File: config.mk
export PLATFORM = sky130hd
export DESIGN_NAME = clamp_pulse_gen
export DESIGN_NICKNAME = d
export VERILOG_FILES = /design/src/rtl/cpg_pkg.sv /design/src/rtl/cpg_sync.sv /design/src/rtl/cpg_sync_edge.sv /design/src/rtl/cpg_pulse.sv /design/src/rtl/cpg_strobe.sv /design/src/rtl/clamp_pulse_gen.sv
export SDC_FILE = /design/constraint.sdc
export NUM_CORES = 1
export LEC_CHECK = 0
export ABC_AREA = 1
export BUFFER_PORTS_ARGS = -buffer_cell sky130_fd_sc_hd__buf_2
export CORE_AREA = 2 2 76 78
export DETAILED_ROUTE_END_ITERATION = 7
export DIE_AREA = 0 0 78 80
export GPL_TIMING_DRIVEN = 0
export PLACE_DENSITY = 0.76
export SYNTH_ARGS = -nofsm -noshare
export SYNTH_HDL_FRONTEND = slang
export SYNTH_SLANG_ARGS = --single-unit
File: constraint.sdc
create_clock -name clk -period 2.21 [get_ports clk]
set_input_delay 0.3315 -clock clk [delete_from_list [all_inputs] [get_ports clk]]
set_output_delay 0.3315 -clock clk [all_outputs]
set_load 0.05 [all_outputs]
File: src/rtl/cpg_pkg.sv
package cpg_pkg;

    typedef struct packed {
        logic       src_blank;
        logic       lead_edge;
        logic [1:0] width;
        logic       bypass;
        logic       blank_neg;
        logic       no_blank;
    } cpg_cfg_t;

    typedef struct packed {
        logic lead;
        logic trail;
    } sync_edges_t;

    function automatic int unsigned width_cycles(input logic [1:0] code,
                                                 input int unsigned unit);
        return (int'(code) + 1) * unit;
    endfunction

endpackage

File: src/rtl/cpg_sync.sv
module cpg_sync #(
    parameter int N = 2
) (
    input  logic         clk,
    input  logic         rst,
    input  logic [N-1:0] d,
    output logic [N-1:0] q
);
    logic [N-1:0] meta;

    always_ff @(posedge clk) begin
        if (rst) begin
            meta <= '0;
            q    <= '0;
        end else begin
            meta <= d;
            q    <= meta;
        end
    end
endmodule

File: src/rtl/cpg_sync_edge.sv
module cpg_sync_edge
    import cpg_pkg::*;
#(
    parameter int CNT_W = 12
) (
    input  logic        clk,
    input  logic        rst,
    input  logic        hs,
    output sync_edges_t edges,
    output logic        pol_neg
);
    logic             hs_d;
    logic             rise, fall;
    logic [CNT_W-1:0] hi_cnt, lo_cnt;

    assign rise = hs & ~hs_d;
    assign fall = ~hs & hs_d;

    always_comb begin
        edges.lead  = pol_neg ? fall : rise;
        edges.trail = pol_neg ? rise : fall;
    end

    always_ff @(posedge clk) begin
        if (rst) begin
            hs_d    <= 1'b0;
            hi_cnt  <= '0;
            lo_cnt  <= '0;
            pol_neg <= 1'b0;
        end else begin
            hs_d <= hs;
            if (rise) begin
                pol_neg <= (hi_cnt > lo_cnt);
                hi_cnt  <= CNT_W'(1);
                lo_cnt  <= '0;
            end else if (hs) begin
                if (hi_cnt != '1) hi_cnt <= hi_cnt + 1'b1;
            end else begin
                if (lo_cnt != '1) lo_cnt <= lo_cnt + 1'b1;
            end
        end
    end
endmodule

File: src/rtl/cpg_pulse.sv
module cpg_pulse
    import cpg_pkg::*;
#(
    parameter int WIDTH_UNIT = 8
) (
    input  logic       clk,
    input  logic       rst,
    input  logic       trig,
    input  logic [1:0] code,
    output logic       active
);
    localparam int MAXW = 4 * WIDTH_UNIT;
    localparam int PW   = $clog2(MAXW + 1);

    logic [PW-1:0] remain;

    always_ff @(posedge clk) begin
        if (rst) begin
            remain <= '0;
        end else if (remain != '0) begin
            remain <= remain - 1'b1;
        end else if (trig) begin
            remain <= PW'(width_cycles(code, WIDTH_UNIT));
        end
    end

    assign active = (remain != '0);
endmodule

File: src/rtl/cpg_strobe.sv
module cpg_strobe #(
    parameter int OCL_DELAY = 4,
    parameter int OCL_LEN   = 8
) (
    input  logic clk,
    input  logic rst,
    input  logic blank_s,
    input  logic blank_neg,
    output logic blank_act,
    output logic blank_lead,
    output logic ocl
);
    localparam int LAST = OCL_DELAY + OCL_LEN;
    localparam int PCW  = $clog2(LAST + 1);

    logic           blank_d;
    logic [PCW-1:0] pos;

    assign blank_act  = blank_s ^ blank_neg;
    assign blank_lead = blank_act & ~(blank_d ^ blank_neg);

    always_ff @(posedge clk) begin
        if (rst) begin
            blank_d <= 1'b0;
            pos     <= '0;
        end else begin
            blank_d <= blank_s;
            if (blank_lead) begin
                pos <= PCW'(1);
            end else if (pos != '0) begin
                if (!blank_act || pos == PCW'(LAST)) pos <= '0;
                else                                   pos <= pos + 1'b1;
            end
        end
    end

    assign ocl = blank_act && (pos > PCW'(OCL_DELAY)) && (pos <= PCW'(LAST));
endmodule

File: src/rtl/clamp_pulse_gen.sv
module clamp_pulse_gen
    import cpg_pkg::*;
#(
    parameter int CNT_W      = 12,
    parameter int WIDTH_UNIT = 8,
    parameter int OCL_DELAY  = 4,
    parameter int OCL_LEN    = 8
) (
    input  logic       clk,
    input  logic       rst,
    input  logic       hsync_in,
    input  logic       blank_in,
    input  logic       cfg_src_blank,
    input  logic       cfg_lead_edge,
    input  logic [1:0] cfg_width,
    input  logic       cfg_bypass,
    input  logic       cfg_blank_neg,
    input  logic       cfg_no_blank,
    output logic       clamp_out,
    output logic       sample_out
);
    cpg_cfg_t    cfg;
    logic [1:0]  raw_in, sync_q;
    logic        hs_s, bl_s;
    sync_edges_t sedge;
    logic        pol_neg;
    logic        blank_act, blank_lead, ocl;
    logic        trig, pulse_act;

    assign cfg = '{src_blank: cfg_src_blank, lead_edge: cfg_lead_edge,
                   width: cfg_width, bypass: cfg_bypass,
                   blank_neg: cfg_blank_neg, no_blank: cfg_no_blank};

    assign raw_in = {blank_in, hsync_in};

    cpg_sync #(.N(2)) u_sync (
        .clk(clk), .rst(rst), .d(raw_in), .q(sync_q)
    );

    assign hs_s = sync_q[0];
    assign bl_s = sync_q[1];

    cpg_sync_edge #(.CNT_W(CNT_W)) u_edge (
        .clk(clk), .rst(rst), .hs(hs_s), .edges(sedge), .pol_neg(pol_neg)
    );

    cpg_strobe #(.OCL_DELAY(OCL_DELAY), .OCL_LEN(OCL_LEN)) u_strobe (
        .clk(clk), .rst(rst), .blank_s(bl_s), .blank_neg(cfg.blank_neg),
        .blank_act(blank_act), .blank_lead(blank_lead), .ocl(ocl)
    );

    always_comb begin
        if (cfg.src_blank)      trig = blank_lead;
        else if (cfg.lead_edge) trig = sedge.lead;
        else                    trig = sedge.trail;
    end

    cpg_pulse #(.WIDTH_UNIT(WIDTH_UNIT)) u_pulse (
        .clk(clk), .rst(rst), .trig(trig), .code(cfg.width), .active(pulse_act)
    );

    assign clamp_out  = cfg.bypass ? hs_s : pulse_act;
    assign sample_out = (cfg.no_blank && !bl_s) ? clamp_out : ocl;

endmodule

* Word-level counts from Yosys, hierarchy flattened
Cells that the tools add are included.
** Storage, ports and cells
- Bits in writable memories :: 0
- ROM bits :: 0
- Latch bits :: 0
- Output and inout bits :: 2
- Memories kept :: 0
- Bits of input ports :: 11
- Bits in registers :: 41
- Logic and storage cells :: 61
** Cells by class
- Equal/unequal tests :: 3
- Divide/modulo/power cells :: 0
- Shifts and indexed selects :: 0
- Bitwise logic cells :: 8
- $mul :: 0
- Magnitude comparators :: 3
- Multiplexer cells :: 14
- Reduce and logical (&&, ||, !) cells :: 17
- Add/subtract/negate cells :: 5
** Operators by type and width (number)
- adder 12 x 1 -> 12 bit (second input constant) :: 2
- inequality test 12 bit (second input constant) :: 2
- greater-than comparator 12 bit :: 1
- 2-to-1 mux 6 bit :: 2
- 2-to-1 mux 1 bit :: 11
- nonzero test 2 bit :: 4
- AND reduction 2 bit :: 3
- nonzero test 6 bit :: 1
- subtractor 6 x 1 -> 6 bit (second input constant) :: 1
- adder 4 x 1 -> 4 bit (second input constant) :: 1
- == test 4 bit (second input constant) :: 1
- greater-than comparator 4 x 3 -> 1 bit (second input constant) :: 1
- <= comparator 4 bit (second input constant) :: 1
- 2-to-1 mux 4 bit :: 1
- nonzero test 4 bit :: 1
- OR reduction 2 bit :: 2
- adder 2 x 1 -> 3 bit (second input constant) :: 1
- AND 1 bit :: 3
- logical AND 1 bit :: 3
- inverter 1 bit :: 3
- logical NOT 1 bit :: 2
- XOR 1 bit :: 2
- logical OR 1 bit :: 1

* Depth between registers and ports, before layout
Gate-level depths: netlist of run 1.
- Word-level depth :: 7
- Gate-level depth with buffers :: 10
- Mapped depth without buffers :: 10

* Cells and area by module
Synthesis of run 1 repeated with hierarchy kept, for this count alone.
** Second synthesis, totals
- Cells, all modules :: 415
- Area total of the unflattened synthesis :: 2775.2 sq um
** By module, submodules not included
- cpg_sync_edge :: seq. area each 520.5 sq um, cells an instance 278, times used 1, area an instance 1810.5 sq um
- cpg_pulse :: seq. area each 120.1 sq um, cells an instance 55, times used 1, area an instance 424.2 sq um
- cpg_strobe :: seq. area each 100.1 sq um, cells an instance 52, times used 1, area an instance 355.3 sq um
- cpg_sync :: seq. area each 80.1 sq um, cells an instance 12, times used 1, area an instance 110.1 sq um
- clamp_pulse_gen :: seq. area each 0.0 sq um, cells an instance 18, times used 1, area an instance 75.1 sq um

* Worst setup path after synthesis of run 1
No wires, ideal clock.
- Path kind :: register to output
- From :: reg u_pulse.remain[0]
- To :: out sample_out
- Cell stages (with the launch flop) :: 8
- Data required time :: 1.879 ns
- Path buffers :: 0
- Arrival time :: 2.190 ns
- Path slack :: -0.312 ns
- Cell sequence :: dfxtp_1 inv_1 ha_1 nand3_2 inv_2 o21ai_1 nand3_1 o21ai_1
** Between the ends
- Word-level cells in the longest chain between the ends :: 3
** RTL lines
- from (decl) :: RTL line cpg_pulse.sv:15 : logic [PW-1:0] remain;
- from (signal assigned) :: RTL line cpg_pulse.sv:21 : remain <= remain - 1'b1;
- from (signal assigned) :: RTL line cpg_pulse.sv:23 : remain <= PW'(width_cycles(code, WIDTH_UNIT));
- nonzero test 6 bit :: RTL line cpg_pulse.sv:27 : assign active = (remain != '0);
- 2-to-1 mux 1 bit :: RTL line clamp_pulse_gen.sv:62 : assign clamp_out = cfg.bypass ? hs_s : pulse_act;
- via clamp_out :: RTL line clamp_pulse_gen.sv:19 : output logic clamp_out,
- 2-to-1 mux 1 bit :: RTL line clamp_pulse_gen.sv:63 : assign sample_out = (cfg.no_blank && !bl_s) ? clamp_out : ocl;
- to (decl) :: RTL line clamp_pulse_gen.sv:20 : output logic sample_out
The timed path passes the listed nets, and every way through them passes these cells.

* Final worst setup path of run 1
- From :: reg u_pulse.remain[0]
- To :: out sample_out
** Between the ends
- Word-level cells in the longest chain between the ends :: 3
** RTL lines (RTL line)
- nonzero test 6 bit :: cpg_pulse.sv:27
- 2-to-1 mux 1 bit :: clamp_pulse_gen.sv:62
- 2-to-1 mux 1 bit :: clamp_pulse_gen.sv:63
Every way passes these cells.

==> run_results.csv, run 1 <==
group,metric,value,unit
layout,fin_nets,439,
layout,n_fill_cell,541,
global_routing,grt_pass1_wl,9273,um
route,drt.antenna.violating_nets,0,
sta,relSlewSlack,71.35,%
worst_setup_path,reg2reg_depth,10,
flow_run,max-cap-violations,0,
pwr,seqPwrFrac,40.8,%
floorplan,dieWidth,78,um
sta,min_period,2.071,ns
layout,instances_no_fill,482,
worst_setup_path,cp_max_fo,7,
hold_path,hold_class,"input port to flop",
sta,max_clock_freq,482.8,MHz
sta,tightestPinTransition,0.4298,ns
clock_network,cts-buffers-inserted,5,
yosys,syn_nets,420,
global_routing,antenna_found_initial,0,
pwr,switching_share,31.06,%
route,firstDrtPassIters,4,
sta,grt_setup_unrepaired,"false",
place,finalWeightedCongestion,0.8550,
route,vias,2402,
yosys,ys_ff_latch,41,
pwr,p_clk_share,35.2,%
route,wl_per_cell,10.99,um
sta,fin_skew,0.01093,ns
sta,setup_ws,0.1389,ns
pwr,p_leak,1.238,nW
clock_network,cts_root_buf,"clkbuf_8",
yosys,netlist_instances,390,
pwr,switching_power,0.6403,mW
sta,period_share,93.72,%
pwr,comb_power_share,24.0,%
clock_network,htree_num_levels,2,
clock_network,clk_latency,0.31,ns
sta,finalHoldViolCount,0,
layout,drive_above_1_share,14.15,%
yosys,synth-simple-area-share,35.71,%
yosys,syn_area,0.002628,sq mm
yosys,synthFlopType,"dfxtp_1",
hold_path,whs_path_depth,3,
floorplan,initial_utilization,48.61,%
yosys,synth_cell_types,32,
yosys,synth.top_cell.area_share,31.24,%
floorplan,row_count,27,
place,dp_hpwl,4088,um
clock_network,hold_buffers,0,
pwr,p_int,1.421,mW
place,io_buffers,12,
clock_network,cts_tree,"done",
clock_network,cts_sinks,41,
yosys,ys_warn_count,0,
worst_setup_path,cp.required,1.88,ns
layout,final_cell_mix,"nand2_1, inv_1, nor2_1",
clock_network,path_clk_slew,0.09,ns
yosys,synthAdderAreaFrac,9.048,%
yosys,synth_top_family_by_area,"simple AND/OR/NAND/NOR gates",
worst_setup_path,start_kind,"flop",
layout,regArea,820.8,sq um
layout,antenna_cells,0,
global_routing,grt_use_total,18.56,%
floorplan,core,0.005405,sq mm
yosys,syn-mean-instance-area,6.737,sq um
route,finalWirelength,5299,um
global_routing,gr-total-overflow,0,
layout,multi_input_area,0.001565,sq mm
yosys,ys_async_sr_fraction,0,%
worst_setup_path,cp.arrival,1.74,ns
route,drtIter0Drc,139,
yosys,synth_compound_area_share,10.86,%
sta,setup_tns,0,ns
place,dp_worst_setup_slack,0.4523,ns
sta,slew_viol_final,0,
place,dp.cells,474,
layout,syn_to_final_growth,11.19,%
floorplan,io_pins,13,
yosys,synth_area_leaders,"dfxtp_1, nand2_1, ha_1",
global_routing,grt_max_degree,14,
floorplan,die_h,80,um
yosys,synthXorXnorAreaFrac,3.667,%
outcome,status,"complete, no violations",
worst_setup_path,path_class,"flop to output pin",
worst_setup_path,crit_path_end_kind,"output pin",
yosys,yosysSeqAreaShare,31.24,%
sta,setup_violations,0,
pwr,peakVddDrop,0.7604,mV
pwr,power_density,705.6,mW/mm^2
route,vias_per_cell,4.983,
layout,final_common_cell,"nand2_1",
route,drc,0,
global_routing,grt_pass1_vias,2154,
floorplan,die-area,0.006240,sq mm
yosys,synth_top_cell_by_area,"dfxtp_1",
yosys,synth_edf_count,0,
clock_network,cts_max_path_buffers,2,
yosys,synthMuxAreaShare,0,%
## metrics by stage
stage | utilization, % | power (mW) | hold WS [ns] | area (sq um)
3_5_place_dp | 51.53 | 1.351 | 0.4018 | 2785
4_1_cts | 54.00 | 2.085 | 0.2230 | 2919
6_report | 54.05 | 2.061 | 0.2317 | 2922
5_1_grt | 54.05 | 2.199 | 0.2241 | 2922
3_3_place_gp | 51.53 | 1.340 | 0.3902 | 2785
2_1_floorplan | - | 1.248 | 0.3883 | 2635
## per-layer routing
metal	global-route usage (%)	share of wire, %	vias to the layer above
met5	0	0	-
met4	6.316	1.4	0
met3	3.846	2.6	8
met2	31.90	49	28
met1	23.13	47	1092
li1	-	-	1274
## critical path, stage by stage, from the launching register on
cell and delay (ns):
dfxtp_1 0.37, inv_1 0.10, ha_1 0.22, nand3_2 0.13, inv_2 0.08, o21ai_2 0.13, nand3_1 0.10, o21ai_2 0.06
clkbuf_4 0.23
## power groups by stage
stage | clock network (mW) | logic, mW | registers (mW)
after global placement | 0 | 0.483 | 0.857
final | 0.726 | 0.495 | 0.841
after floorplan | 0 | 0.401 | 0.846
after global routing | 0.772 | 0.576 | 0.851
after CTS | 0.745 | 0.498 | 0.841
after detailed placement | 0 | 0.494 | 0.857
## path summary, 6_finish.rpt
| path | endpoint | slack, ns | startpoint |
|---|---|---|---|
| setup / recovery | sample_out | 0.14 | u_pulse.remain[0] |
| hold / removal | u_sync.meta[1] | 0.23 | blank_in |
| setup reg to reg | u_edge.hi_cnt[6] | 0.56 | u_edge.hi_cnt[0] |
| hold reg to reg | u_sync.q[0] | 0.41 | u_sync.meta[0] |
## layout make-up
class | count | share of cell area (%)
buffer | 4 | 1.456
clock inverter | 3 | 2.227
tap | 72 | 3.084
inverter | 55 | 7.066
multi-input combinational | 290 | 53.58
sequential | 41 | 28.09
timing repair buffer | 12 | 2.141
clock buffer | 5 | 2.355
## cells in the mapped netlist (6+ instances only)
master	count
o21ai_1	6
a21oi_1	17
nand3_1	26
ha_1	19
nand2_1	111
dfxtp_1	41
o21ai_0	10
nor2_1	44
nand2_2	6
xor2_1	8
inv_1	49
a21oi_2	12
nand4_1	6
inv_2	6
## state kept, by name, indices dropped and copies added (netlist names)
| register | count |
|---|---|
| u_edge.hi_cnt | 12 |
| u_edge.lo_cnt | 12 |
| u_pulse.remain | 6 |
| u_strobe.pos | 4 |
| u_sync.meta | 2 |
| u_sync.q | 2 |
| u_edge.hs_d | 1 |
| u_edge.pol_neg | 1 |
| u_strobe.blank_d | 1 |
## cell families (layout without fill, tap and decap cells)
family	after synthesis	after routing
AO/OA/AOI/OAI	47	47
XOR/XNOR	11	11
adder cells (fa/ha/maj)	19	19
buffers and inverters	59	79
flip-flops	41	41
AND/OR/NAND/NOR	213	213
## what timing repair did
action / in CTS / in global routing
buffers inserted: 0 / 0
gates resized for setup: 0 / 1
endpoints found under the setup margin: 0 / 1
(Power assumes the default switching activity.)
==> run 2: changes to the inputs <==
- clock period: 2.21 -> 2.5 ns (I/O delays scaled with it)
==> run 2 against run 1 <==
Effect of this change: clock skew decreased by 0.0040 ns; clock power decreased by 34%; via count decreased by 0.75%; worst hold slack improved by 0.055 ns; clock-buffer cell count increased by 2; largest power group unchanged; utilization decreased by 0.72 points; sequential share of layout area increased by 0.38 points.
==> run_results.csv, run 2 (synthesis gave the netlist of run 1 again) <==
group,metric,value,unit
hold_path,hold_class,"input port to flop",
worst_setup_path,cp.required,2.12,ns
place,io_buffers,12,
route,drtIter0Drc,80,
route,routed.top_layer,"met4",
pwr,power_density,577.0,mW/mm^2
floorplan,core,0.005405,sq mm
floorplan,io_pins,13,
global_routing,antenna_found_initial,0,
pwr,seqPwrFrac,44.7,%
route,wl_per_cell,10.92,um
route,vias_per_cell,4.946,
layout,drive_above_1_share,13.90,%
global_routing,grt_pass1_vias,2175,
pwr,peakVddDrop,0.5013,mV
route,drt.antenna.violating_nets,0,
route,vias,2384,
sta,setup_violations,0,
route,route.met3.wl,185,um
route,finalWirelength,5262,um
sta,hold-worst-slack,0.2869,ns
clock_network,cts_root_buf,"clkbuf_8",
place,dp_hpwl,4028,um
floorplan,die-area,0.006240,sq mm
sta,slew_viol_final,0,
layout,final_cell_mix,"nand2_1, inv_1, nor2_1",
floorplan,row_count,27,
clock_network,cts_resized,0,
clock_network,cts_max_path_buffers,2,
layout,regArea,820.8,sq um
pwr,switching_share,33.41,%
layout,top_regs,"u_edge.hi_cnt: 12 flops, u_edge.lo_cnt: 12 flops, u_pulse.remain: 6 flops",
outcome,status,"complete, no violations",
route,wl_met2,2450,um
clock_network,path_clk_slew,0.07,ns
pwr,p_clk_share,28.9,%
floorplan,initial_utilization,48.61,%
pwr,switching_power,0.5557,mW
sta,relSlewSlack,71.58,%
layout,fin_util,53.33,%
clock_network,cts-buffers-inserted,5,
place,finalWeightedCongestion,0.8933,
route,firstDrtPassIters,4,
sta,max_clock_freq,471.7,MHz
route,drc,0,
clock_network,cts_sinks,41,
worst_setup_path,rrSetupSlack,0.82,ns
global_routing,grt_max_degree,13,
clock_network,htree_num_levels,2,
layout,fin_nets,439,
floorplan,die_h,80,um
sta,setup_tns,0,ns
layout,multi_input_area,0.001562,sq mm
sta,tightestPinTransition,0.4263,ns
sta,finalHoldViolCount,0,
worst_setup_path,cp.arrival,1.74,ns
layout,antenna_cells,0,
route,wl_met1,2569,um
layout,syn_to_final_growth,9.714,%
pwr,total_power,1.663,mW
flow_run,max-cap-violations,0,
worst_setup_path,path_class,"flop to output pin",
sta,grt_setup_unrepaired,"false",
worst_setup_path,cp_max_fo,7,
pwr,p_int,1.108,mW
worst_setup_path,crit_path_end_kind,"output pin",
layout,n_fill_cell,548,
pwr,comb_power_share,26.3,%
worst_setup_path,start_kind,"flop",
clock_network,clk_latency,0.29,ns
global_routing,gr-total-overflow,0,
sta,min_period,2.120,ns
layout,final_common_cell,"nand2_1",
clock_network,hold_buffers,0,
clock_network,cts_setup_buffers,0,
sta,period_share,84.79,%
sta,fin_skew,0.006907,ns
clock_network,cts_tree,"done",
global_routing,grt_pass1_wl,9266,um
pwr,p_leak,1.222,nW
global_routing,grt_use_total,18.52,%
floorplan,dieWidth,78,um
[run 2: changes by cell type in the layout (fill, tap and decap cells not counted), sizes merged]
cell | before | now
bufinv | 2 | 0
buf | 14 | 15
clkbuf | 7 | 8
[run 2: final timing paths]
check | startpoint | to | depth (start not counted)
setup / recovery | u_pulse.remain[0] | sample_out | 8
hold / removal | hsync_in | u_sync.meta[0] | 3
setup reg to reg | u_edge.hi_cnt[0] | u_edge.hi_cnt[4] | 8
hold reg to reg | u_sync.meta[0] | u_sync.q[0] | 2
[run 2: critical path: stages (launching register included)]
cell and delay, ns:
dfxtp_1 0.37, inv_1 0.10, ha_1 0.22, nand3_2 0.13, inv_2 0.08, o21ai_2 0.13
nand3_1 0.08, o21ai_1 0.07, buf_2 0.27
[run 2: per-layer routing]
metal,vias to the layer above,track usage (%)
met4,0,7.193
met2,35,32.76
met1,1069,22.59
li1,1276,-
met5,-,0
met3,4,2.828
[run 2: metrics by stage]
| step | setup WS, ns | std cells | instance area, sq um |
|---|---|---|---|
| global route | 0.2062 | 482 | 2883 |
| detailed placement | 0.6919 | 474 | 2781 |
| CTS | 0.3524 | 482 | 2883 |
| global placement | 0.6996 | 474 | 2781 |
| finish | 0.3802 | 482 | 2883 |
| floorplan | 0.2335 | 390 | 2631 |
[run 2: layout make-up]
cell class	count	share of cell area, %
flip-flops and latches	41	28.47
clock buffers	7	3.342
clock inverters	1	0.1736
plain buffers	4	1.476
inverters	55	7.161
repair buffers	12	2.083
well taps	72	3.125
multi-input cells	290	54.17
[run 2: power groups by stage]
stage	logic [mW]	registers, mW	clock network, mW
6_report	0.438	0.744	0.481
3_3_place_gp	0.426	0.757	0
3_5_place_dp	0.439	0.758	0
5_1_grt	0.510	0.753	0.525
4_1_cts	0.441	0.744	0.494
2_1_floorplan	0.353	0.748	0
